$ cat src/rtl/i2c_rx_slave.sv
module i2c_rx_slave #(
  parameter int ADDR_W = 7,
  parameter int SYNC_N = 2,
  localparam int BYTE_W = ADDR_W + 1
) (
  input  logic              clk,
  input  logic              rst_n,
  input  logic              en,
  input  logic [ADDR_W-1:0] own_addr,
  input  logic              ack_ctl,
  input  logic              rd,
  output logic [BYTE_W-1:0] rx_data,
  output logic              rx_full,
  input  logic              scl_i,
  input  logic              sda_i,
  output logic              scl_pull,
  output logic              sda_pull
);

  typedef enum logic [1:0] {ST_IDLE, ST_ADDR, ST_DATA, ST_SKIP} st_t;

  logic [SYNC_N-1:0] scl_s, sda_s;
  logic              scl_q, sda_q;
  logic              scl_r, sda_r;
  st_t               st;
  logic [3:0]        cnt;
  logic [BYTE_W-1:0] shreg;
  logic              ack_lat, ack_drv, pend;

  assign scl_r = scl_s[SYNC_N-1];
  assign sda_r = sda_s[SYNC_N-1];

  wire start_c  = scl_q & scl_r & sda_q & ~sda_r;
  wire stop_c   = scl_q & scl_r & ~sda_q & sda_r;
  wire scl_rise = ~scl_q & scl_r;
  wire scl_fall = scl_q & ~scl_r;
  wire in_frame = (st == ST_ADDR) || (st == ST_DATA);
  wire addr_ok  = (shreg[BYTE_W-1:1] == own_addr) && !shreg[0];

  assign scl_pull = pend;
  assign sda_pull = ack_drv;

  always_ff @(posedge clk or negedge rst_n) begin
    if (!rst_n) begin
      scl_s <= '1;
      sda_s <= '1;
      scl_q <= 1'b1;
      sda_q <= 1'b1;
    end else begin
      scl_s <= {scl_s[SYNC_N-2:0], scl_i};
      sda_s <= {sda_s[SYNC_N-2:0], sda_i};
      scl_q <= scl_r;
      sda_q <= sda_r;
    end
  end

  always_ff @(posedge clk or negedge rst_n) begin
    if (!rst_n) begin
      st      <= ST_IDLE;
      cnt     <= '0;
      shreg   <= '0;
      rx_data <= '0;
      rx_full <= 1'b0;
      ack_lat <= 1'b0;
      ack_drv <= 1'b0;
      pend    <= 1'b0;
    end else if (!en) begin
      st      <= ST_IDLE;
      cnt     <= '0;
      rx_full <= 1'b0;
      ack_drv <= 1'b0;
      pend    <= 1'b0;
    end else begin
      if (rd) rx_full <= 1'b0;
      if (start_c) begin
        st      <= ST_ADDR;
        cnt     <= '0;
        pend    <= 1'b0;
        ack_drv <= 1'b0;
        ack_lat <= ack_ctl;
      end else if (stop_c) begin
        st      <= ST_IDLE;
        cnt     <= '0;
        pend    <= 1'b0;
        ack_drv <= 1'b0;
      end else begin
        if (pend && rd) begin
          rx_data <= shreg;
          rx_full <= 1'b1;
          pend    <= 1'b0;
          ack_drv <= ~ack_lat;
        end
        if (scl_rise && st != ST_IDLE) begin
          if (cnt < 4'(BYTE_W)) shreg <= {shreg[BYTE_W-2:0], sda_r};
          cnt <= cnt + 4'd1;
        end
        if (scl_fall && st != ST_IDLE) begin
          if (cnt == 4'(BYTE_W) && in_frame) begin
            if (st == ST_ADDR && !addr_ok) begin
              st <= ST_SKIP;
            end else if (rx_full && !rd) begin
              pend <= 1'b1;
            end else begin
              rx_data <= shreg;
              rx_full <= 1'b1;
              ack_drv <= ~ack_lat;
            end
          end else if (cnt == 4'(BYTE_W + 1)) begin
            cnt     <= '0;
            ack_drv <= 1'b0;
            ack_lat <= ack_ctl;
            if (st == ST_ADDR) st <= ST_DATA;
          end
        end
      end
    end
  end

endmodule


$ cat config.mk
export PLATFORM = sky130hd
export DESIGN_NAME = i2c_rx_slave
export DESIGN_NICKNAME = d
export VERILOG_FILES = /design/src/rtl/i2c_rx_slave.sv
export SDC_FILE = /design/constraint.sdc
export NUM_CORES = 1
export LEC_CHECK = 0
export BUFFER_PORTS_ARGS = -buffer_cell sky130_fd_sc_hd__buf_2
export CAP_MARGIN = 20
export CELL_PAD_IN_SITES_DETAIL_PLACEMENT = 2
export CELL_PAD_IN_SITES_GLOBAL_PLACEMENT = 2
export CORE_UTILIZATION = 40
export CTS_BUF_LIST = sky130_fd_sc_hd__clkbuf_8
export DETAILED_ROUTE_END_ITERATION = 6
export GPL_TIMING_DRIVEN = 0
export PLACE_DENSITY_LB_ADDON = 0.1
export SYNTH_ARGS = -nofsm -noshare
export SYNTH_HDL_FRONTEND = slang
export SYNTH_SLANG_ARGS = --single-unit
$ cat constraint.sdc
create_clock -name clk -period 2.9 [get_ports clk]
set_input_delay 0.725 -clock clk [delete_from_list [all_inputs] [get_ports clk]]
set_output_delay 0.725 -clock clk [all_outputs]
set_load 0.03 [all_outputs]
After elaboration in Yosys (flattened, before gate mapping)
Index checks and enable logic that the tools add are counted.

Register bits: 32. Input port bits: 14. Output and inout bits: 11. Logic and storage cells: 108.

$add $sub $neg: 1. Order comparisons: 1. Equality and inequality tests: 11. Multiplexer cells: 51. Bitwise logic cells: 14. Reduce and logical (&&, ||, !) cells: 18.

Operators with widths (number): $mux W8 (5); $mux W1 (31); $mux W4 (7); $mux W2 (8); $ne A5 B1 Y1 const B (2); $reduce_and A5 Y1 (2); $eq A4 B4 Y1 const B (2); $and A1 B1 Y1 (7); $eq A7 B7 Y1 (1); $logic_and A1 B1 Y1 (7); $not A1 Y1 (7); $reduce_bool A2 Y1 (3); $ne A5 B4 Y1 const B (1); $add A4 B1 Y4 const B (1); $lt A4 B4 Y1 const B (1); $ne A2 B2 Y1 const B (2); $ne A4 B1 Y1 const B (1); $reduce_and A4 Y1 (1); $logic_not A1 Y1 (3); $reduce_and A3 Y1 (1); $eq A2 B1 Y1 const B (1); $eq A2 B2 Y1 const B (1); $logic_or A1 B1 Y1 (1).

Longest topological paths before layout
Gate-level depths: netlist (run 1).

Depth after elaboration: 10. Mapped depth: 7. Gate-level depth less buffers: 7.

Least setup slack after synthesis (run 1)
No wires, ideal clock.

Path kind: input to register. Start point: input port own_addr[5]. End point: register rx_data[4]. Setup time: 0.125 ns. Arrival: 2.050 ns. Required time: 2.775 ns. Path slack: 0.725 ns. Stages on the path: 5. Path buffers: 0. Cell sequence: xor2_1 > or4_4 > o211ai_2 > nand3_4 > mux2_4.

Cells in the longest elaborated chain, start to end: 7.

RTL lines: start, declared (line 9) `input logic [ADDR_W-1:0] own_addr,`; $eq A7 B7 Y1 (line 38) `wire addr_ok = (shreg[BYTE_W-1:1] == own_addr) && !shreg[0];`; $logic_and A1 B1 Y1 (line 38); $logic_not A1 Y1 (line 99) `if (st == ST_ADDR && !addr_ok) begin`; $logic_and A1 B1 Y1 (line 99); $mux W8 (line 99); $mux W8 (line 98) `if (cnt == 4'(BYTE_W) && in_frame) begin`; $mux W8 (line 97) `if (scl_fall && st != ST_IDLE) begin`; end signal, assigned (line 88) `rx_data <= shreg;`; end signal, assigned (line 104) `rx_data <= shreg;`; end, declared (line 12) `output logic [BYTE_W-1:0] rx_data,`.

Every way passes these cells. A chain may end at the register's enable or synchronous reset.

Worst setup path in the final report (run 1)
Start point: register st[0]. End point: register rx_data[4].

Cells in the longest elaborated chain, start to end: 5. Elaborated cells between the ends (all ways): 10. Those cells by class: eq/ne: 2; mux: 3; reduce/logical: 5.

RTL lines: start, declared (line 25) `st_t st;`; start signal, assigned (line 59) `st <= ST_IDLE;`; start signal, assigned (line 68) `st <= ST_IDLE;`; start signal, assigned (line 76) `st <= ST_ADDR;`; $eq A2 B1 Y1 or $eq A2 B2 Y1 (tied branches) (line 37, 99); $logic_and A1 B1 Y1 or $logic_or A1 B1 Y1 (tied branches) (line 99, 37); $mux W8 or $logic_and A1 B1 Y1 (tied branches) (line 99, 98); $mux W8 (line 98); $mux W8 * (line 97).

Mark *: on every way between the ends. The rest lies on a longest branch, timed or not.

==> results of run 1 <==
==> critical path: cells and delay by family, from the launching register on <==
kind / cells / cell delay [ps]
buffers and inverters: 1 / 60
AOI/OAI and AO/OA: 1 / 520
DFF: 1 / 380
muxes: 1 / 340
adders and majority gates: 1 / 210
and+or+nand+nor: 3 / 670
==> routing by layer <==
| metal | wire (um) | track usage |
|---|---|---|
| met4 | 68 | 0.0872 |
| met5 | 0 | 0 |
| met3 | 105 | 0.0529 |
| met2 | 1780 | 0.345 |
| met1 | 1400 | 0.223 |
==> where the power goes <==
part	switching [W]	internal (W)	total, W
sequential	0.00000815	0.000460	0.000469
combinational	0.0000282	0.0000206	0.0000489
clock	0.000159	0.000186	0.000346
total	0.000196	0.000667	0.000863
==> logic make-up after synthesis <==
family / Yosys count / synth area share
multiplexers: 17 / 0.133
AO/OA/AOI/OAI: 14 / 0.0580
AND/OR/NAND/NOR: 34 / 0.137
adder cells (fa/ha/maj): 5 / 0.0427
buffers and inverters: 5 / 0.0128
flip-flops: 32 / 0.551
XOR/XNOR: 11 / 0.0657
==> per-stage QoR <==
stage          hold WS, ps  area [um2]  total power, W  utilization  worst slack [ps]
6_report               357        1730        0.000863        0.508               589
5_1_grt                364        1730        0.000899        0.508               350
4_1_cts                359        1730        0.000878        0.508               551
3_5_place_dp           350        1640        0.000526        0.481               440
3_3_place_gp           346        1640        0.000524        0.481               495
2_1_floorplan          345        1470        0.000498            -               725
==> worst min-delay path by stage <==
| stage | start | end |
|---|---|---|
| final | sda_s[0] | sda_s[1] |
| after global routing | sda_s[0] | sda_s[1] |
| after CTS | sda_s[0] | sda_s[1] |
| after detailed placement | sda_s[0] | sda_s[1] |
| after global placement | sda_s[0] | sda_s[1] |
| after floorplan | scl_s[0] | scl_s[1] |
==> flip-flops by register name, summed over array words and instances, names as in the netlist, 2 cells and up <==
name	flops
rx_data	8
shreg	8
cnt	4
scl_s	2
sda_s	2
st	2
==> cell usage after synthesis (2+ instances only) <==
library cell,instances
sky130_fd_sc_hd__xor2_1,5
sky130_fd_sc_hd__nor2b_1,2
sky130_fd_sc_hd__o21ai_0,5
sky130_fd_sc_hd__ha_1,5
sky130_fd_sc_hd__nor3b_1,3
sky130_fd_sc_hd__nand2b_1,2
sky130_fd_sc_hd__nand4_1,3
sky130_fd_sc_hd__mux2_2,16
sky130_fd_sc_hd__nand2_1,8
sky130_fd_sc_hd__dfrtp_1,26
sky130_fd_sc_hd__dfstp_2,6
sky130_fd_sc_hd__inv_1,5
sky130_fd_sc_hd__a31oi_1,2
sky130_fd_sc_hd__a21oi_1,4
sky130_fd_sc_hd__nand3_1,3
sky130_fd_sc_hd__xnor2_1,6
sky130_fd_sc_hd__nor2_1,6
==> final cells by class <==
type	count	area, um2
Clock buffer	6	82.6
Clock inverter	2	7.51
Fill cell	361	1680
Inverter	5	18.8
Multi-Input combinational cell	81	639
Sequential cell	32	808
Tap cell	46	57.6
Timing Repair Buffer	24	120
==> out/qor.tcl, run 1 <==
set qor(final_cell_mix) {sky130_fd_sc_hd__dfrtp_1 (26), sky130_fd_sc_hd__buf_2 (24), sky130_fd_sc_hd__mux2_2 (16)}
set qor(ys.flop_type) {sky130_fd_sc_hd__dfrtp_1}
set qor(timing.final.hold_violations) 0
set qor(asyncSetResetFlopFracSynth) 1.00
set qor(finalWorstPathRequiredPeriod_ps) 2310
set qor(dieWidth_um) 62.5
set qor(detail_route.drc_violations) 0
set qor(synth_sequential_area_ratio) 0.551
set qor(cp_endpoint) {rx_data[4]}
set qor(worstHoldPathType) {reg2reg}
set qor(worstReg2RegStart) {st[0]}
set qor(synthDominantCellAreaShare) 0.444
set qor(timing.max_cap.violations) 0
set qor(avgViaCountPerCell) 5.10
set qor(vdd_ir_drop_max_mv) 0.264
set qor(grt_max_degree) 33
set qor(fin_worst_skew_ps) 4.02
set qor(reg2reg_setup_slack_ps) 590
set qor(post_synth_instance_area_mm2) 0.00147
set qor(cts_tree) {yes}
set qor(portBuffers) 24
set qor(global_route_overflow) 0
set qor(critPathKind) {reg2reg}
set qor(insertion_delay_ps) 280
set qor(critPathMaxStageDelay_ps) 520
set qor(slowest_cp_cell) {sky130_fd_sc_hd__o21ai_0}
set qor(setup_viol) 0
set qor(number_of_cell_instances_on_the_worst_register_to_register_path) 7
set qor(outcome) {finished, final reports clean}
set qor(post_route_cells_drive_above_1_share) 0.380
set qor(number_of_synthesized_flops_with_an_enable_pin) 0
set qor(antenna_found_initial) 0
set qor(syn-mean-instance-area_um2) 12.4
set qor(drt-total-wl_um) 3350
set qor(final.setup.tns_ps) 0
set qor(mappedNetlistNets) 137
set qor(grt_first_pass_wirelength_um) 5650
set qor(antenna_cells_inserted) 0
set qor(layout.nets) 168
set qor(max_slew_margin) 0.517
set qor(grtUsageTotal) 0.197
set qor(gp_congestion) 0.817
set qor(drtIter0Drc) 23
set qor(clkSlewWorstSetupHoldPaths_ps) 70
set qor(clock_tree.htree_level_count) 2
set qor(timing.critical_path.from) {st[0]}
set qor(hold_path_depth) 0
set qor(ctsHoldBuffers) 0
set qor(timing.rr.end) {rx_data[4]}
set qor(synth_cell_type_count) 28
set qor(post-cts-setup-buffer-count) 0
set qor(total_of_cells_resized_after_clock_tree_synthesis) 0
set qor(area_delta_synth_final_pct) 18.3
set qor(tritoncts_buffer_count) 5
set qor(period_share) 0.797
set qor(initial_utilization) 0.429
set qor(pin_count) 25
set qor(synthCells) 118
set qor(die_area_mm2) 0.00391
set qor(achievable-frequency_mhz) 433
set qor(critical_path.startpoint_type) {flop}
set qor(antenna_violating_nets_post_route) 0
set qor(detail_route.wl_per_cell_um) 17.1
set qor(cp.required_ps) 3070
set qor(timing.critical_path.arrival_ps) 2480
set qor(grt_pass1_vias) 1127
set qor(timing.critical_path.cells) {inv_1 -> ha_1 -> nor3b_1 -> nand4_1 -> o21ai_0 -> nand3_4 -> mux2_4}
set qor(grt_setup_unrepaired) {false}
set qor(worst-path-max-fanout) 8
set qor(dr_pass1_iterations) 4
set qor(crit_end_element) {flop}
set qor(power_per_cell_area_mw_per_mm2) 498
set qor(worst_tran_pin_value_ps) 725
set qor(synthesis.yosys.warnings) 0
set qor(synth_area_leaders) {sky130_fd_sc_hd__dfrtp_1 (44%), sky130_fd_sc_hd__mux2_2 (12%), sky130_fd_sc_hd__dfstp_2 (11%)}
set qor(total_leakage_power_nw) 0.842
set qor(cts_buffer_depth) 2
set qor(layout.cells.most_common) {sky130_fd_sc_hd__dfrtp_1}
set qor(cts.root.buffer_cell) {sky130_fd_sc_hd__clkbuf_8}
set qor(core.rowCount) 21
set qor(place.detailed.hpwl_um) 2410
set qor(route.vias.total) 999
set qor(drv_slew) 0
set qor(clock-sinks) 32
set qor(placedCellCount) 188
set qor(die_y_extent_um) 62.5
set qor(synth-seq-cells) 32
set qor(final-instance-count-excl-fill) 196
set qor(post_synth_top_area_cell) {sky130_fd_sc_hd__dfrtp_1}
set qor(fp.coreArea_mm2) 0.00342
No activity file was read; power rests on OpenSTA's default activity.
==> run 2, diff against run 1 <==
--- a/config.mk
+++ b/config.mk
@@ -5,11 +5,12 @@
 export SDC_FILE = /design/constraint.sdc
 export NUM_CORES = 1
 export LEC_CHECK = 0
+export ABC_AREA = 1
 export BUFFER_PORTS_ARGS = -buffer_cell sky130_fd_sc_hd__buf_2
 export CAP_MARGIN = 20
 export CELL_PAD_IN_SITES_DETAIL_PLACEMENT = 2
 export CELL_PAD_IN_SITES_GLOBAL_PLACEMENT = 2
-export CORE_UTILIZATION = 40
+export CORE_UTILIZATION = 34
 export CTS_BUF_LIST = sky130_fd_sc_hd__clkbuf_8
 export DETAILED_ROUTE_END_ITERATION = 6
 export GPL_TIMING_DRIVEN = 0
==> constraint.sdc (replaced) <==
create_clock -name clk -period 2.2 [get_ports clk]
set_input_delay 0.55 -clock clk [delete_from_list [all_inputs] [get_ports clk]]
set_output_delay 0.55 -clock clk [all_outputs]
set_load 0.03 [all_outputs]
==> out/qor.tcl, run 2 <==
set qor(outcome) {finished, final reports clean}
set qor(pin_count) 25 ;# unchanged
set qor(grtUsageTotal) 0.186 ;# -0.0112
set qor(synthesis.yosys.warnings) 0 ;# unchanged
set qor(final_cell_mix) {sky130_fd_sc_hd__nand2_1 (62), sky130_fd_sc_hd__inv_1 (33), sky130_fd_sc_hd__dfrtp_1 (26)}
set qor(synthDominantCellAreaShare) 0.390 ;# -0.0536
set qor(power.clock.fraction) 0.417 ;# +0.017
set qor(clock_tree.htree_level_count) 2 ;# unchanged
set qor(power_per_cell_area_mw_per_mm2) 748 ;# +50%
set qor(sequentialPowerShare) 0.463 ;# -0.080
set qor(insertion_delay_ps) 280 ;# about the same
set qor(place.detailed.hpwl_um) 3420 ;# +42%
set qor(post_synth_top_area_cell) {sky130_fd_sc_hd__dfrtp_1}
set qor(asyncSetResetFlopFracSynth) 1.00 ;# unchanged
set qor(final.setup.tns_ps) 0 ;# unchanged
set qor(timing.final.hold_violations) 0 ;# unchanged
set qor(die_area_mm2) 0.00519 ;# +33%
set qor(report.power.total_w) 0.00149 ;# +73%
set qor(vdd_ir_drop_max_mv) 0.395 ;# +50%
set qor(critPathKind) {reg2reg}
set qor(synth_area_leaders) {sky130_fd_sc_hd__dfrtp_1 (39%), sky130_fd_sc_hd__nand2_1 (14%), sky130_fd_sc_hd__dfstp_2 (9.5%)}
set qor(critPathMaxStageDelay_ps) 380 ;# -140 ps
set qor(cts.root.buffer_cell) {sky130_fd_sc_hd__clkbuf_8}
set qor(cts_buffer_depth) 2 ;# unchanged
set qor(max_slew_margin) 0.522 ;# +0.00522
set qor(ctsHoldBuffers) 0 ;# unchanged
set qor(biggestRegsByFlops) {rx_data x8, shreg x8, cnt x4}
set qor(number_of_synthesized_flops_with_an_enable_pin) 0 ;# unchanged
set qor(pwr-share-comb) 0.120 ;# +0.063
set qor(finalWorstPathRequiredPeriod_ps) 1810 ;# -496 ps
set qor(critical_path.startpoint_type) {flop}
set qor(die_y_extent_um) 72.0 ;# +15%
set qor(antenna_violating_nets_post_route) 0 ;# unchanged
set qor(post_route_cells_drive_above_1_share) 0.231 ;# -0.149
set qor(grt_max_degree) 33 ;# unchanged
set qor(synthCells) 202 ;# +71%
set qor(drt-total-wl_um) 4260 ;# +27%
set qor(clkSlewWorstSetupHoldPaths_ps) 70 ;# about the same
set qor(switching_share_of_power) 0.262 ;# +0.0352
set qor(detail_route.drc_violations) 0 ;# unchanged
set qor(grt_setup_unrepaired) {false}
set qor(setup_viol) 0 ;# unchanged
set qor(period_share) 0.825 ;# +0.0279
set qor(post_synth_instance_area_mm2) 0.00167 ;# +14%
set qor(switchingPower_w) 0.000391 ;# +100%
set qor(worstHoldPathType) {in2async}
set qor(layout.cells.most_common) {sky130_fd_sc_hd__nand2_1}
set qor(syn-mean-instance-area_um2) 8.26 ;# -34%
set qor(layout.nets) 252 ;# +50%
set qor(post-cts-setup-buffer-count) 0 ;# unchanged
set qor(finalWorstSetupSlack_ps) 386 ;# -204 ps
set qor(synth-seq-cells) 32 ;# unchanged
set qor(gp_congestion) 0.732 ;# -10%
set qor(worst-path-max-fanout) 10 ;# +2
set qor(cellInternalPower_w) 0.00110 ;# +65%
set qor(area_delta_synth_final_pct) 19.8
set qor(slowest_cp_cell) {sky130_fd_sc_hd__dfrtp_1}
set qor(worst_tran_pin_value_ps) 717 ;# -7.83 ps
set qor(clock-sinks) 32 ;# unchanged
set qor(dieWidth_um) 72.0 ;# +15%
set qor(timing.max_cap.violations) 0 ;# unchanged
set qor(total_leakage_power_nw) 1.07 ;# +27%
set qor(total_of_cells_resized_after_clock_tree_synthesis) 0 ;# unchanged
set qor(n_fill_cell) 566 ;# +57%
set qor(antenna_found_initial) 0 ;# unchanged
set qor(synth_cell_type_count) 24 ;# -14%
set qor(fin_worst_skew_ps) 5.18 ;# +1.17 ps
set qor(drtIter0Drc) 47 ;# +100%
set qor(dr_pass1_iterations) 4 ;# unchanged
set qor(antenna_cells_inserted) 0 ;# unchanged
set qor(fp.coreArea_mm2) 0.00472 ;# +38%
set qor(initial_utilization) 0.353 ;# -0.0762
set qor(synth_sequential_area_ratio) 0.485 ;# -0.0666
set qor(crit_end_element) {flop}
set qor(reg2reg_setup_slack_ps) 390 ;# -200 ps
set qor(global_route_overflow) 0 ;# unchanged
set qor(ys.flop_type) {sky130_fd_sc_hd__dfrtp_1}
set qor(mappedNetlistNets) 221 ;# +61%
set qor(cp.required_ps) 2400 ;# -670 ps
set qor(detail_route.wl_per_cell_um) 14.2 ;# -17%
set qor(drv_slew) 0 ;# unchanged
set qor(avgViaCountPerCell) 4.64 ;# -8.9%
set qor(achievable-frequency_mhz) 551 ;# +27%
set qor(cts_tree) {yes}
set qor(grt_pass1_vias) 1579 ;# +40%
set qor(portBuffers) 24 ;# unchanged
set qor(synth_most_common_cell) {sky130_fd_sc_hd__nand2_1}
set qor(timing.critical_path.cells) {inv_1 -> ha_1 -> nor3_2 -> nand3_1 -> buf_2 -> o21ai_0}
set qor(tritoncts_buffer_count) 5 ;# unchanged
set qor(place_worst_setup_slack_ps) 358 ;# -81.1 ps
set qor(grt_first_pass_wirelength_um) 7220 ;# +28%
set qor(synth.cells.most_frequent) {sky130_fd_sc_hd__nand2_1 (62), sky130_fd_sc_hd__inv_1 (33), sky130_fd_sc_hd__dfrtp_1 (26)}
set qor(timing.critical_path.arrival_ps) 2010 ;# -470 ps
set qor(route.vias.total) 1398 ;# +40%
set qor(core.rowCount) 25 ;# +19%
==> run 2: cell types whose count changed in the layout (fill, tap and decap cells not counted), sizes merged, moves of 12 or more <==
cell,change
nand2,+58
nand3,+13
mux2,-17
inv,+29
nor2,+12
==> run 2: path summary, 6_finish.rpt <==
| kind | startpoint | end | depth (start not counted) |
|---|---|---|---|
| setup / recovery | st[0] | shreg[5] | 6 |
| hold / removal | rst_n | rx_data[3] | 1 |
| setup reg to reg | st[0] | shreg[5] | 6 |
| hold reg to reg | scl_s[0] | scl_s[1] | 0 |
| max in group asynchronous | rst_n | cnt[2] | 1 |
| min in group clk | scl_s[0] | scl_s[1] | 0 |
==> run 2: power groups by stage <==
| stage | logic, W | clock network, W | registers (W) |
|---|---|---|---|
| floorplan | 0.000120 | 0 | 0.000683 |
| global placement | 0.000171 | 0 | 0.000701 |
| detailed placement | 0.000185 | 0 | 0.000704 |
| CTS | 0.000187 | 0.000639 | 0.000693 |
| global route | 0.000213 | 0.000655 | 0.000699 |
| finish | 0.000180 | 0.000622 | 0.000691 |
==> run 2: routing by layer <==
layer  up-vias  wire length, um  share of wire  track usage
met5         -                0              0            0
met2        21             2230           0.52        0.347
met3         5               92          0.022       0.0389
met4         0               54          0.013       0.0654
met1       691             1880           0.44        0.208
li1        681                -              -            -
==> run 2: logic make-up (layout without fill, tap and decap cells) <==
group | count (synthesis) | count (layout) | synth area share
flops | 32 | 32 | 0.485
fa+ha+maj | 5 | 5 | 0.0375
simple gates | 104 | 104 | 0.303
buf+inv | 38 | 70 | 0.0885
xor+xnor | 2 | 2 | 0.0105
compound gates | 21 | 21 | 0.0758
==> run 2: cell type report <==
type | instances | area (um2) | share of cell area
Sequential cell | 32 | 808 | 0.405
Multi-Input combinational cell | 132 | 712 | 0.356
Inverter | 36 | 135 | 0.0676
Timing Repair Buffer | 24 | 120 | 0.0601
Clock buffer | 7 | 96.3 | 0.0482
Tap cell | 67 | 83.8 | 0.0420
Clock inverter | 1 | 30.0 | 0.0150
Buffer | 2 | 12.5 | 0.00626
==> run 2: metrics by stage <==
step | instance area [um2] | util | hold WS (ps) | std cells
after CTS | 2000 | 0.423 | 349 | 301
after detailed placement | 1870 | 0.396 | 348 | 293
final | 2000 | 0.423 | 316 | 301
after global placement | 1870 | 0.396 | 346 | 293
after global routing | 2000 | 0.423 | 349 | 301
after floorplan | 1670 | - | 254 | 202
==> run 2: worst max-delay path, delay by kind of cell (launching register included) <==
kind	cells	cell delay, ps
adders and majority gates	1	220
DFF	1	380
buffers and inverters	2	340
and+or+nand+nor	2	610
AOI/OAI and AO/OA	1	190
==> run 3, diff against run 2 <==
--- a/config.mk
+++ b/config.mk
@@ -5,7 +5,7 @@
 export SDC_FILE = /design/constraint.sdc
 export NUM_CORES = 1
 export LEC_CHECK = 0
-export ABC_AREA = 1
+export ABC_AREA = 0
 export BUFFER_PORTS_ARGS = -buffer_cell sky130_fd_sc_hd__buf_2
 export CAP_MARGIN = 20
 export CELL_PAD_IN_SITES_DETAIL_PLACEMENT = 2
==> constraint.sdc (replaced) <==
create_clock -name clk -period 1.6 [get_ports clk]
set_input_delay 0.4 -clock clk [delete_from_list [all_inputs] [get_ports clk]]
set_output_delay 0.4 -clock clk [all_outputs]
set_load 0.03 [all_outputs]
==> out/qor.tcl, run 3 (synthesized netlist as in run 1, its figures left out) <==
set qor(outcome) {complete, but fails checks}
set qor(failed_checks) {setup timing}
set qor(cp.required_ps) 1770 ;# -630 ps
set qor(achievable-frequency_mhz) 505 ;# -8.4%
set qor(initial_utilization) 0.361 ;# +0.00828
set qor(place.detailed.hpwl_um) 2360 ;# -31%
set qor(biggestRegsByFlops) {rx_data x8, shreg x8, cnt x4}
set qor(clock-sinks) 32 ;# unchanged
set qor(post_route_cells_drive_above_1_share) 0.533 ;# +0.302
set qor(cts.root.buffer_cell) {sky130_fd_sc_hd__clkbuf_8}
set qor(max_slew_margin) 0.513 ;# -0.00883
set qor(clock_tree.htree_level_count) 2 ;# unchanged
set qor(total_leakage_power_nw) 1.00 ;# -6.0%
set qor(route.vias.total) 1119 ;# -20%
set qor(timing.final.hold_violations) 0 ;# unchanged
set qor(detail_route.wl_per_cell_um) 19.5 ;# +38%
set qor(global_route_overflow) 0 ;# unchanged
set qor(insertion_delay_ps) 280 ;# about the same
set qor(layout.cells.most_common) {sky130_fd_sc_hd__dfrtp_1}
set qor(finalWorstPathRequiredPeriod_ps) 1980 ;# +166 ps
set qor(grt_max_degree) 33 ;# unchanged
set qor(antenna_found_initial) 0 ;# unchanged
set qor(grtUsageTotal) 0.182 ;# -0.00383
set qor(die_area_mm2) 0.00458 ;# -12%
set qor(portBuffers) 24 ;# unchanged
set qor(area_delta_synth_final_pct) 39.3
set qor(period_share) 1.24 ;# +0.413
set qor(core.rowCount) 23 ;# -8.0%
set qor(fin_worst_skew_ps) 6.43 ;# +1.25 ps
set qor(dr_pass1_iterations) 4 ;# unchanged
set qor(place_worst_setup_slack_ps) -538 ;# -896 ps
set qor(worst_tran_pin_value_ps) 731 ;# +13.2 ps
set qor(critical_path.startpoint_type) {flop}
set qor(grt_setup_unrepaired) {true}
set qor(report.power.total_w) 0.00175 ;# +17%
set qor(crit_end_element) {flop}
set qor(drv_slew) 0 ;# unchanged
set qor(final.setup.tns_ps) -6070 ;# -6070 ps
set qor(avgViaCountPerCell) 5.11 ;# +10%
set qor(vdd_ir_drop_max_mv) 0.437 ;# +10%
set qor(drtIter0Drc) 45 ;# -4.3%
set qor(power_per_cell_area_mw_per_mm2) 856 ;# +15%
set qor(timing.max_cap.violations) 0 ;# unchanged
set qor(pin_count) 25 ;# unchanged
set qor(drt-total-wl_um) 4270 ;# +0.19%
set qor(timing.critical_path.arrival_ps) 2150 ;# +140 ps
set qor(fp.coreArea_mm2) 0.00406 ;# -14%
set qor(detail_route.drc_violations) 0 ;# unchanged
set qor(die_y_extent_um) 67.7 ;# -6.1%
set qor(grt_first_pass_wirelength_um) 5820 ;# -19%
set qor(slowest_cp_cell) {sky130_fd_sc_hd__dfrtp_1}
set qor(gp_congestion) 0.778 ;# +6.3%
set qor(worst-path-max-fanout) 8 ;# -2
set qor(final_cell_mix) {sky130_fd_sc_hd__dfrtp_1 (26), sky130_fd_sc_hd__buf_2 (24), sky130_fd_sc_hd__buf_4 (12)}
set qor(clkSlewWorstSetupHoldPaths_ps) 70 ;# about the same
set qor(critPathMaxStageDelay_ps) 430 ;# +50 ps
set qor(cts_tree) {yes}
set qor(worstHoldPathType) {in2async}
set qor(finalWorstSetupSlack_ps) -380 ;# -766 ps
set qor(timing.critical_path.cells) {inv_2 -> ha_4 -> nor3b_4 -> nand4_1 -> o21ai_2 -> nand3_4 -> mux2_4}
set qor(ctsHoldBuffers) 0 ;# unchanged
set qor(grt_pass1_vias) 1155 ;# -27%
set qor(cts_buffer_depth) 2 ;# unchanged
set qor(setup_viol) 25 ;# +25
set qor(antenna_cells_inserted) 0 ;# unchanged
set qor(dieWidth_um) 67.7 ;# -6.1%
set qor(critPathKind) {reg2reg}
set qor(layout.nets) 187 ;# -26%
set qor(antenna_violating_nets_post_route) 0 ;# unchanged
set qor(tritoncts_buffer_count) 5 ;# unchanged
-- run 3: critical path, delay by kind of cell (launching register included) --
family	cells	cell delay, ps
compound gates	1	280
fa+ha+maj	1	170
buf+inv	1	70
flops	1	430
mux	1	330
simple gates	3	590
-- run 3: timing repair --
item / 4_1_cts / 5_1_grt
setup endpoints to repair: 26 / 26
setup buffers: 11 / 9
pin swaps: 8 / 13
resized for setup: 15 / 17
-- run 3: per-stage QoR --
step / hold slack [ps] / cells / utilization / instance area (um2)
2_1_floorplan: 104 / 118 / - / 1500
3_3_place_gp: 346 / 192 / 0.414 / 1680
3_5_place_dp: 349 / 192 / 0.414 / 1680
4_1_cts: 191 / 211 / 0.475 / 1930
5_1_grt: 201 / 219 / 0.504 / 2040
6_report: 167 / 219 / 0.504 / 2040
-- run 3: area by class of cell --
class | count | area, um2
fill | 403 | 2010
sequential | 32 | 808
multi-input combinational | 81 | 754
timing repair buffer | 43 | 289
clock buffer | 5 | 68.8
tap | 50 | 62.6
clock inverter | 3 | 38.8
inverter | 5 | 21.3
-- run 3: power breakdown --
| part | switching (W) | internal [W] | leakage [nW] |
|---|---|---|---|
| logic | 0.0000684 | 0.0000619 | 0.519 |
| clock network | 0.000309 | 0.000456 | 0.0593 |
| registers | 0.0000200 | 0.000834 | 0.424 |
| total | 0.000397 | 0.00135 | 1.00 |
-- run 3: worst paths after layout --
path / end / depth (start not counted) / from / slack, ps
setup / recovery: rx_data[4] / 7 / st[0] / -380
hold / removal: st[1] / 1 / rst_n / 170
setup reg to reg: rx_data[4] / 7 / st[0] / -380
hold reg to reg: sda_s[1] / 0 / sda_s[0] / 360
max in group asynchronous: shreg[6] / 1 / rst_n / 960
min in group clk: scl_s[0] / 1 / scl_i / 210
-- run 3: metal layers --
| metal | global-route usage | vias to the layer above | share of wire |
|---|---|---|---|
| met5 | 0 | - | 0 |
| met4 | 0.0798 | 0 | 0.018 |
| met3 | 0.0507 | 8 | 0.031 |
| met2 | 0.287 | 24 | 0.51 |
| met1 | 0.230 | 579 | 0.44 |
| li1 | - | 508 | - |
